`config.mk`:
```
export PLATFORM = sky130hd
export DESIGN_NAME = decim_rate
export DESIGN_NICKNAME = d
export VERILOG_FILES = /design/src/rtl/decim_rate_pkg.sv /design/src/rtl/decim_rst_sync.sv /design/src/rtl/decim_phase.sv /design/src/rtl/decim_blend.sv /design/src/rtl/decim_sat.sv /design/src/rtl/decim_rate.sv
export SDC_FILE = /design/constraint.sdc
export NUM_CORES = 1
export LEC_CHECK = 0
export BUFFER_PORTS_ARGS = -buffer_cell sky130_fd_sc_hd__buf_4
export CELL_PAD_IN_SITES_DETAIL_PLACEMENT = 0
export CELL_PAD_IN_SITES_GLOBAL_PLACEMENT = 1
export CORE_UTILIZATION = 26
export DETAILED_ROUTE_END_ITERATION = 16
export MAX_ROUTING_LAYER = met4
export PLACE_DENSITY = 0.47
export SLEW_MARGIN = 20
export SYNTH_ARGS = -nofsm -noshare
export SYNTH_HDL_FRONTEND = slang
export SYNTH_SLANG_ARGS = --single-unit
```
`constraint.sdc`:
```
create_clock -name clk -period 2.3 [get_ports clk]
set_clock_uncertainty 0.2 [all_clocks]
set_input_delay 0.23 -clock clk [delete_from_list [all_inputs] [get_ports clk]]
set_output_delay 0.23 -clock clk [all_outputs]
set_load 0.05 [all_outputs]
```
`src/rtl/decim_rate_pkg.sv`:
```
package decim_rate_pkg;
  localparam int FRAC_W = 10;
  localparam int HALF   = 1 << (FRAC_W - 1);

  typedef enum logic {
    PICK_NEAREST = 1'b0,
    PICK_BLEND   = 1'b1
  } pick_e;
endpackage

```
`src/rtl/decim_rst_sync.sv`:
```
module decim_rst_sync (
  input  logic clk,
  input  logic rst_n_in,
  output logic rst_n_out
);
  logic [1:0] sync_q;

  always_ff @(posedge clk or negedge rst_n_in) begin
    if (!rst_n_in) sync_q <= 2'b00;
    else           sync_q <= {sync_q[0], 1'b1};
  end

  assign rst_n_out = sync_q[1];
endmodule

```
`src/rtl/decim_phase.sv`:
```
module decim_phase
  import decim_rate_pkg::*;
#(
  parameter int RATIO_W = 32
) (
  input  logic                     clk,
  input  logic                     rst_n,
  input  logic                     step,
  input  pick_e                    mode_in,
  input  logic [RATIO_W-1:0]       ratio_in,
  output logic                     fire,
  output logic [FRAC_W-1:0]        blend_frac,
  output pick_e                    mode_eff,
  output logic signed [FRAC_W:0]   off_held
);
  localparam int CNT_W = RATIO_W - FRAC_W + 1;
  localparam int PH_W  = RATIO_W + 2;

  logic [CNT_W-1:0]        cnt_q, cnt_d;
  logic signed [FRAC_W:0]  off_q, off_d;
  pick_e                   mode_q, mode_d;

  logic                    starting;
  logic signed [PH_W-1:0]  off_ext, bias, ratio_ext, nxt;
  logic [CNT_W-1:0]        dt, dt_use, cnt_eff;
  logic signed [FRAC_W:0]  kept, off_eff;

  always_comb begin
    starting  = (cnt_q == '0);
    off_ext   = {{(PH_W-FRAC_W-1){off_q[FRAC_W]}}, off_q};
    ratio_ext = $signed({2'b00, ratio_in});
    bias      = (mode_in == PICK_NEAREST) ? PH_W'(HALF) : '0;
    nxt       = ratio_ext + off_ext + bias;
    dt        = CNT_W'(nxt >>> FRAC_W);
    dt_use    = (dt == '0) ? CNT_W'(1) : dt;
    if (mode_in == PICK_NEAREST)
      kept = $signed({1'b0, nxt[FRAC_W-1:0]}) - $signed((FRAC_W+1)'(HALF));
    else
      kept = $signed({1'b0, nxt[FRAC_W-1:0]});

    cnt_eff    = starting ? dt_use  : cnt_q;
    off_eff    = starting ? kept    : off_q;
    mode_eff   = starting ? mode_in : mode_q;
    fire       = step && (cnt_eff == CNT_W'(1));
    blend_frac = FRAC_W'(off_eff);
  end

  always_comb begin
    cnt_d  = cnt_eff - CNT_W'(1);
    off_d  = starting ? kept : off_q;
    mode_d = starting ? mode_in : mode_q;
  end

  always_ff @(posedge clk or negedge rst_n) begin
    if (!rst_n) begin
      cnt_q  <= '0;
      off_q  <= '0;
      mode_q <= PICK_NEAREST;
    end else if (step) begin
      cnt_q  <= cnt_d;
      off_q  <= off_d;
      mode_q <= mode_d;
    end
  end

  assign off_held = off_q;
endmodule

```
`src/rtl/decim_blend.sv`:
```
module decim_blend
  import decim_rate_pkg::*;
#(
  parameter int IN_W = 20
) (
  input  logic signed [IN_W-1:0] prev_s,
  input  logic signed [IN_W-1:0] now_s,
  input  logic [FRAC_W-1:0]      frac,
  input  pick_e                  mode,
  output logic signed [IN_W+1:0] mixed
);
  localparam int EW = IN_W + 2;
  localparam int PW = IN_W + FRAC_W + 2;

  logic signed [IN_W:0]   diff;
  logic signed [PW-1:0]   prod;
  logic signed [EW-1:0]   prev_ext, now_ext, step_part;

  always_comb begin
    diff      = $signed({now_s[IN_W-1], now_s}) - $signed({prev_s[IN_W-1], prev_s});
    prod      = PW'(diff) * PW'($signed({1'b0, frac}));
    step_part = EW'(prod >>> FRAC_W);
    prev_ext  = EW'(prev_s);
    now_ext   = EW'(now_s);
    mixed     = (mode == PICK_BLEND) ? (prev_ext + step_part) : now_ext;
  end
endmodule

```
`src/rtl/decim_sat.sv`:
```
module decim_sat #(
  parameter int EW    = 22,
  parameter int OUT_W = 16
) (
  input  logic signed [EW-1:0]    val,
  output logic signed [OUT_W-1:0] clamped
);
  generate
    if (OUT_W >= EW) begin : g_pass
      assign clamped = OUT_W'(val);
    end else begin : g_clamp
      localparam logic signed [EW-1:0] MAXV = EW'((64'sd1 <<< (OUT_W-1)) - 64'sd1);
      localparam logic signed [EW-1:0] MINV = EW'(-(64'sd1 <<< (OUT_W-1)));
      always_comb begin
        if (val > MAXV)      clamped = OUT_W'(MAXV);
        else if (val < MINV) clamped = OUT_W'(MINV);
        else                 clamped = OUT_W'(val);
      end
    end
  endgenerate
endmodule

```
`src/rtl/decim_rate.sv`:
```
module decim_rate
  import decim_rate_pkg::*;
#(
  parameter int IN_W    = 20,
  parameter int OUT_W   = 16,
  parameter int RATIO_W = 32
) (
  input  logic                    clk,
  input  logic                    rst_n,
  input  logic                    mode_sel,
  input  logic [RATIO_W-1:0]      ratio,
  input  logic                    in_valid,
  output logic                    in_ready,
  input  logic signed [IN_W-1:0]  in_sample,
  output logic                    out_valid,
  input  logic                    out_ready,
  output logic signed [OUT_W-1:0] out_sample
);
  localparam int EW = IN_W + 2;

  logic                    rst_n_s;
  logic                    step, fire;
  logic [FRAC_W-1:0]       blend_frac;
  pick_e                   mode_eff;
  logic signed [FRAC_W:0]  phase_off;
  logic signed [IN_W-1:0]  last_q;
  logic signed [EW-1:0]    mixed;
  logic signed [OUT_W-1:0] sat_val;

  logic                    vld_q, vld_d;
  logic signed [OUT_W-1:0] data_q, data_d;

  decim_rst_sync u_rst (
    .clk       (clk),
    .rst_n_in  (rst_n),
    .rst_n_out (rst_n_s)
  );

  assign in_ready = !(vld_q && !out_ready);
  assign step     = in_valid && in_ready;

  decim_phase #(.RATIO_W(RATIO_W)) u_phase (
    .clk        (clk),
    .rst_n      (rst_n_s),
    .step       (step),
    .mode_in    (pick_e'(mode_sel)),
    .ratio_in   (ratio),
    .fire       (fire),
    .blend_frac (blend_frac),
    .mode_eff   (mode_eff),
    .off_held   (phase_off)
  );

  decim_blend #(.IN_W(IN_W)) u_blend (
    .prev_s (last_q),
    .now_s  (in_sample),
    .frac   (blend_frac),
    .mode   (mode_eff),
    .mixed  (mixed)
  );

  decim_sat #(.EW(EW), .OUT_W(OUT_W)) u_sat (
    .val     (mixed),
    .clamped (sat_val)
  );

  always_ff @(posedge clk or negedge rst_n_s) begin
    if (!rst_n_s)  last_q <= '0;
    else if (step) last_q <= in_sample;
  end

  always_comb begin
    vld_d  = vld_q;
    data_d = data_q;
    if (fire) begin
      vld_d  = 1'b1;
      data_d = sat_val;
    end else if (out_ready) begin
      vld_d  = 1'b0;
    end
  end

  always_ff @(posedge clk or negedge rst_n_s) begin
    if (!rst_n_s) begin
      vld_q  <= 1'b0;
      data_q <= '0;
    end else begin
      vld_q  <= vld_d;
      data_q <= data_d;
    end
  end

  assign out_valid  = vld_q;
  assign out_sample = data_q;
endmodule

```
# Word level (Yosys, flattened, before mapping)
# Cells that the tools add are included.
# Widths: inputs -> output; s select.
[totals] regBits=74 inputBits=57 out_inout_bits=18 elab_cells=38
[classes] add_sub_neg=6 n_mul=1 n_lt_le_gt_ge=2 eq_ne=1 muxes=11 reduce_logical=9
[ops] cell="$logic_not 23->1" n=2
[ops] cell="$mux 23" n=2
[ops] cell="$add 33x11->33" n=1
[ops] cell="$add 33x33->33" n=1
[ops] cell="$mul 21x11->32" n=1
[ops] cell="$mux 16" n=2
[ops] cell="$eq 23x1->1 const B" n=1
[ops] cell="$sub 23x1->23 const B" n=1
[ops] cell="$add 20x22->22" n=1
[ops] cell="$gt 22x16->1 const B" n=1
[ops] cell="$lt 22x16->1 const B" n=1
[ops] cell="$mux 22" n=1
[ops] cell="$sub 20x20->21" n=1
[ops] cell="$mux 10" n=2
[ops] cell="$mux 11" n=1
[ops] cell="$sub 10x10->11 const B" n=1
[ops] cell="$logic_and 1x1->1" n=3
[ops] cell="$mux 1" n=3
[ops] cell="$logic_not 1->1" n=2
[ops] cell="$reduce_and 2->1" n=1
[ops] cell="$reduce_bool 2->1" n=1

# Depth between registers and ports, before layout
[depth] word_depth=11 mapped_depth=49 depth_no_buf=48

# Modules after synthesis
# Synthesis repeated with hierarchy kept, for this count alone.
[hier_totals] hier_cells=2027 hier_area_um2=17279.1
[by_module_without_submodules] mod="decim_blend" n_inst=1 cells_each=1253 area_each_um2=10354.9 seq_area_each_um2=0.0
[by_module_without_submodules] mod="decim_phase" n_inst=1 cells_each=647 area_each_um2=5008.6 seq_area_each_um2=875.8
[by_module_without_submodules] mod="decim_rate" n_inst=1 cells_each=81 area_each_um2=1476.4 seq_area_each_um2=925.9
[by_module_without_submodules] mod="decim_sat" n_inst=1 cells_each=43 area_each_um2=385.4 seq_area_each_um2=0.0
[by_module_without_submodules] mod="decim_rst_sync" n_inst=1 cells_each=3 area_each_um2=53.8 seq_area_each_um2=50.0

# Worst setup path before layout
# No wires, ideal clock.
[synth_path] kind="flip-flop to flip-flop" from="register u_phase.off_q[1], in the netlist u_phase.off_held[1]" to="register data_q[10], in the netlist out_sample[10]" setup_time_ps=121 arrival_ps=10575 required_ps=1979 slack_ps=-8596 path_stages_with_launch=46 path_buffers=2 synth_period_minus_slack_ps=10896 path_cell_list="dfrtp_1 -> ha_1 -> ha_1 -> fa_1 -> a211o_1 -> a2111o_1 -> a311o_2 -> nand2_1 -> ha_1 -> nor2_1 -> a21oi_1 -> clkbuf_1 -> nor2_1 -> ha_1 -> ha_1 -> inv_1 -> fa_1 -> inv_1 -> [... 10 more ...] -> a31oi_1 -> o21ai_0 -> nand2b_1 -> a21oi_1 -> o21bai_1 -> xor2_1 -> ha_1 -> a21o_1 -> a21o_1 -> a41oi_1 -> a31oi_1 -> mux2i_1 -> nor4b_1 -> mux2i_1 -> or4_4 -> o21ai_2 -> buf_4 -> o21ai_2"
[synth_via] elab_chain_cells=11 elab_cells_between_ends=17 classes_between="add/sub (4); mul (1); order compare (2); eq/ne (1); mux (7); reduce/logical (2)"
[synth_rtl] element="from (decl)" line="decim_phase.sv:20" source="logic signed [FRAC_W:0] off_q, off_d;"
[synth_rtl] element="from (signal assigned)" line="decim_phase.sv:57" source="off_q <= '0;"
[synth_rtl] element="from (signal assigned)" line="decim_phase.sv:61" source="off_q <= off_d;"
[synth_rtl] element="$add 33x11->33" line="decim_phase.sv:33" source="nxt = ratio_ext + off_ext + bias;"
[synth_rtl] element="$add 33x33->33" line="decim_phase.sv:33"
[synth_rtl] element="$sub 10x10->11" line="decim_phase.sv:37" source="kept = $signed({1'b0, nxt[FRAC_W-1:0]}) - $signed((FRAC_W+1)'(HALF));"
[synth_rtl] element="$mux 11" line="decim_phase.sv:36" source="if (mode_in == PICK_NEAREST)"
[synth_rtl] element="$mux 10" line="decim_phase.sv:42" source="off_eff = starting ? kept : off_q;"
[synth_rtl] element="$mul 21x11->32" line="decim_blend.sv:21" source="prod = PW'(diff) * PW'($signed({1'b0, frac}));"
[synth_rtl] element="$add 20x22->22" line="decim_blend.sv:25" source="mixed = (mode == PICK_BLEND) ? (prev_ext + step_part) : now_ext;"
[synth_rtl] element="$mux 22" line="decim_blend.sv:25"
[synth_rtl] element="$lt 22x16->1" line="decim_sat.sv:16" source="else if (val < MINV) clamped = OUT_W'(MINV);"
[synth_rtl] element="$mux 16" line="decim_sat.sv:16"
[synth_rtl] element="$mux 16" line="decim_sat.sv:15" source="if (val > MAXV) clamped = OUT_W'(MAXV);"
[synth_rtl] element="to (signal assigned)" line="decim_rate.sv:89" source="data_q <= data_d;"
[synth_rtl] element="to (decl)" line="decim_rate.sv:31" source="logic signed [OUT_W-1:0] data_q, data_d;"
# Parallel ways exist; a longest one is shown, timed or not.
# A chain may end at the register's enable or synchronous reset.

# Worst setup path in the final report
[layout_path] from="register u_phase.off_q[1], in the netlist u_phase.off_held[1]" to="register data_q[7], in the netlist out_sample[7]"
# The elaborated chain is that of the path after synthesis.

==> metrics.md <==
| Metric | Value |
|---|---|
| Root Buffer | clkbuf_16 |
| Number of distinct library cells after synthesis | 95 |
| CP max stage delay | around 0.60 ns |
| Area contributors post-synth | fa_1 24%, ha_1 14%, dfrtp_1 12% |
| Least-Margin Pin Slew | approximately 0.8 ns |
| Wl on met1 | 23.0 mm |
| Post-synth ARST share | 1.00 |
| Period utilization | 4.56 |
| Failing checks | negative setup slack |
| GRT Util Overall | 0.188 |
| # rows | 90 |
| Yosys top cell area share | 0.236 |
| Initial DRC count | 548 |
| Fin cells | 3409 |
| Worst setup EP type | register |
| Synth Warn # | 0 |
| Area Growth Syn to Fin | 48.3% |
| Hpwl dp | 47.9 mm |
| CP Launch Type | register |
| CP max FO | 7 |
| Arrival @ worst endpoint | 10.56 ns |
| DR top layer | met4 |
| WL met3 | about 900 um |
| DR DRC count | 0 |
| R2r setup slk | -8.19 ns |
| Remaining Overflow, GRT | 0 |
| # placed instances | 3336 |
| Antenna cell count | 0 |
| PnR worst setup slack | -8.19 ns |
| Yosys reg bits | 74 |
| Largest net degree at the start of global routing | 39 |
| Num Clock Sinks | between 70 and 80 |
| Final Max Slew Viols | 0 |
| Io pins | between 70 and 80 |
| Initial core utilization | 0.263 |
| Hold_sp | in_sample[8] |
| Hold Vio Cnt, Final | 0 |
| Initial antenna violation count | 0 |
| Core Region | between 60000 and 70000 sq um |
| Crit path top cell by count | ha_4 |
| Detail Route Antenna Nets | 0 |
| Max H-tree Level | 3 |
| Crit. Startpoint | u_phase.off_held[1] |
| Main flop type after synthesis | dfrtp_1 |
| Clk Latency, worst-skew pair | around 0.38 ns |
| Final WL | 55.8 mm |
| Vias in the first global route | approximately 16000 |
| Critical Path RT | 2.37 ns |
| RSZ-0062 raised after global routing | true |
| Pre-CTS setup slack | -8.53 ns |
| Mapped Area | about 16000 sq um |
| Relative slew slack | 0.458 |
| WS Path Type | reg -> reg |
| Vias per inst | 4.58 |
| F_max | around 95 MHz |
| Post-synthesis sequential area ratio | 0.116 |
| Detailed-routed wire length on met2 | about 31 mm |
| Full die area | 62200 sq um |
| Final core utilization | 0.390 |
| First-pass GRT wire length | between 80 and 90 mm |
| Layout cells sized above 1 | 0.354 |
| Min Clock Period, post-route | ~10 ns |
| Mapped Cells | 1937 |
| Status | finished with violations |
| Finish-stage setup viols | 52 |
| GPL Wtd Cong | 0.848 |
| Net count, final | 3043 |
| Synth Net Count | between 2000 and 2500 |
| CTS Buf Count | 9 |
| DRT Pass-1 Iters | 5 |
| Cell taking the most area after synthesis | fa_1 |
| Die Wd | approximately 250 um |
| Number of synthesized flops with an enable pin | 0 |
| Hold WC Path Type | in -> reg |
| Die Ht | approximately 250 um |
| CTS tree | yes |
| Avg Inst Size Synth | ~8 sq um |
| Slowest cell on crit path | or4_4 |
| Reg2reg start | u_phase.off_held[1] |
| Longest Clk Path Bufs | 2 |
| Via count | between 15000 and 20000 |
| Routed WL per cell | 16.4 um |
| Port-buffer cells | 74 |
| Clock Pin Slew Worst Setup and Hold Paths | around 0.07 ns |
| Max Cap Violations | 0 |
## sequential cells by signal (all words and copies together) (netlist names)
name and count:
last_q 20, out_valid 1, out_sample 16, u_phase.off_held 11, u_rst.sync_q 2, u_phase.mode_q 1, u_phase.cnt_q 23
## cells by family after synthesis
logic type | Yosys count | synth area share
adder cells (fa/ha/maj) | 364 | 0.375
multiplexers | 26 | 0.0173
AO/OA/AOI/OAI | 414 | 0.170
flip-flops | 74 | 0.116
buffers and inverters | 323 | 0.0822
other | 1 | 0.000236
AND/OR/NAND/NOR | 648 | 0.191
XOR/XNOR | 87 | 0.0479
## synthesized netlist by cell type (all sizes together) (8+ instances only)
master,instances
a211oi,19
a21o,31
a21oi,137
a31oi,13
and2,33
buf,8
clkbuf,48
dfrtp,74
fa,188
ha,176
inv,266
mux2,12
mux2i,14
nand2,258
nand2b,22
nand3,29
nand4,11
nor2,158
nor2b,30
nor3,32
nor4,11
o21a,18
o21ai,112
or2,9
or3,16
xnor2,51
xor2,36
## critical path: cells and delay by family (launching register included)
family	cells	cell delay [ns]
compound gates	16	3.52
xor+xnor	1	0.25
fa+ha+maj	11	3.47
buf+inv	7	0.62
flops	1	0.40
mux	1	0.15
simple gates	9	1.75
## stage by stage
stage	TNS [ns]	cell area, sq um	hold WS [ns]
after CTS	-202.01	23300	0.0107
final	-201.10	23600	0.0220
after global routing	-214.24	23600	0.0540
after detailed placement	-212.02	22300	-0.181
after floorplan	-176.57	16400	-0.266
after global placement	-212.46	22300	-0.186
## cell type report
class,instances,area [sq um]
clock buffer,10,239
clock inverter,6,95.1
fill,6247,36900
inverter,266,998
multi-input combinational,1541,13700
sequential,74,1860
tap,782,978
timing repair buffer,730,5730
## placed cells by master, fill, tap and decap left out, types with 19 or more instances in the layout
master,instances
buf_4,689
inv_1,259
nand2_1,253
fa_1,184
ha_1,158
nor2_1,143
a21oi_1,115
dfrtp_1,72
o21ai_0,69
xnor2_1,45
xor2_1,33
a21o_1,29
nor2b_1,29
nor3_1,27
nand3_1,26
and2_1,26
o21ai_1,25
a21oi_2,21
nand2b_1,19
## per-layer routing
layer  GRT usage  vias to the layer above
li1            -                     7848
met1       0.210                     7576
met2       0.353                      131
met3      0.0163                       51
met4      0.0515                        0
met5           -                        -
## final timing paths
path                                           to  depth (start not counted)
worst max-delay path                out_sample[7]                         45
worst min-delay path                    last_q[8]                          4
worst max register to register      out_sample[7]                         45
worst min register to register          last_q[9]                          0
max in group asynchronous       u_phase.cnt_q[16]                          1
min in group asynchronous               last_q[9]                          0
## timing repair
action | in CTS | in global routing
cloned | 2 | 0
endpoints found under the hold margin | 21 | 0
endpoints found under the setup margin | 52 | 52
pin swaps | 40 | 30
gates resized for setup | 64 | 43
buffers inserted | 28 | 10
hold buffers | 18 | 0
Power is left out: the tool's default activity adds up to more than one toggle a clock period on the data nets, which glitch-free logic cannot reach.
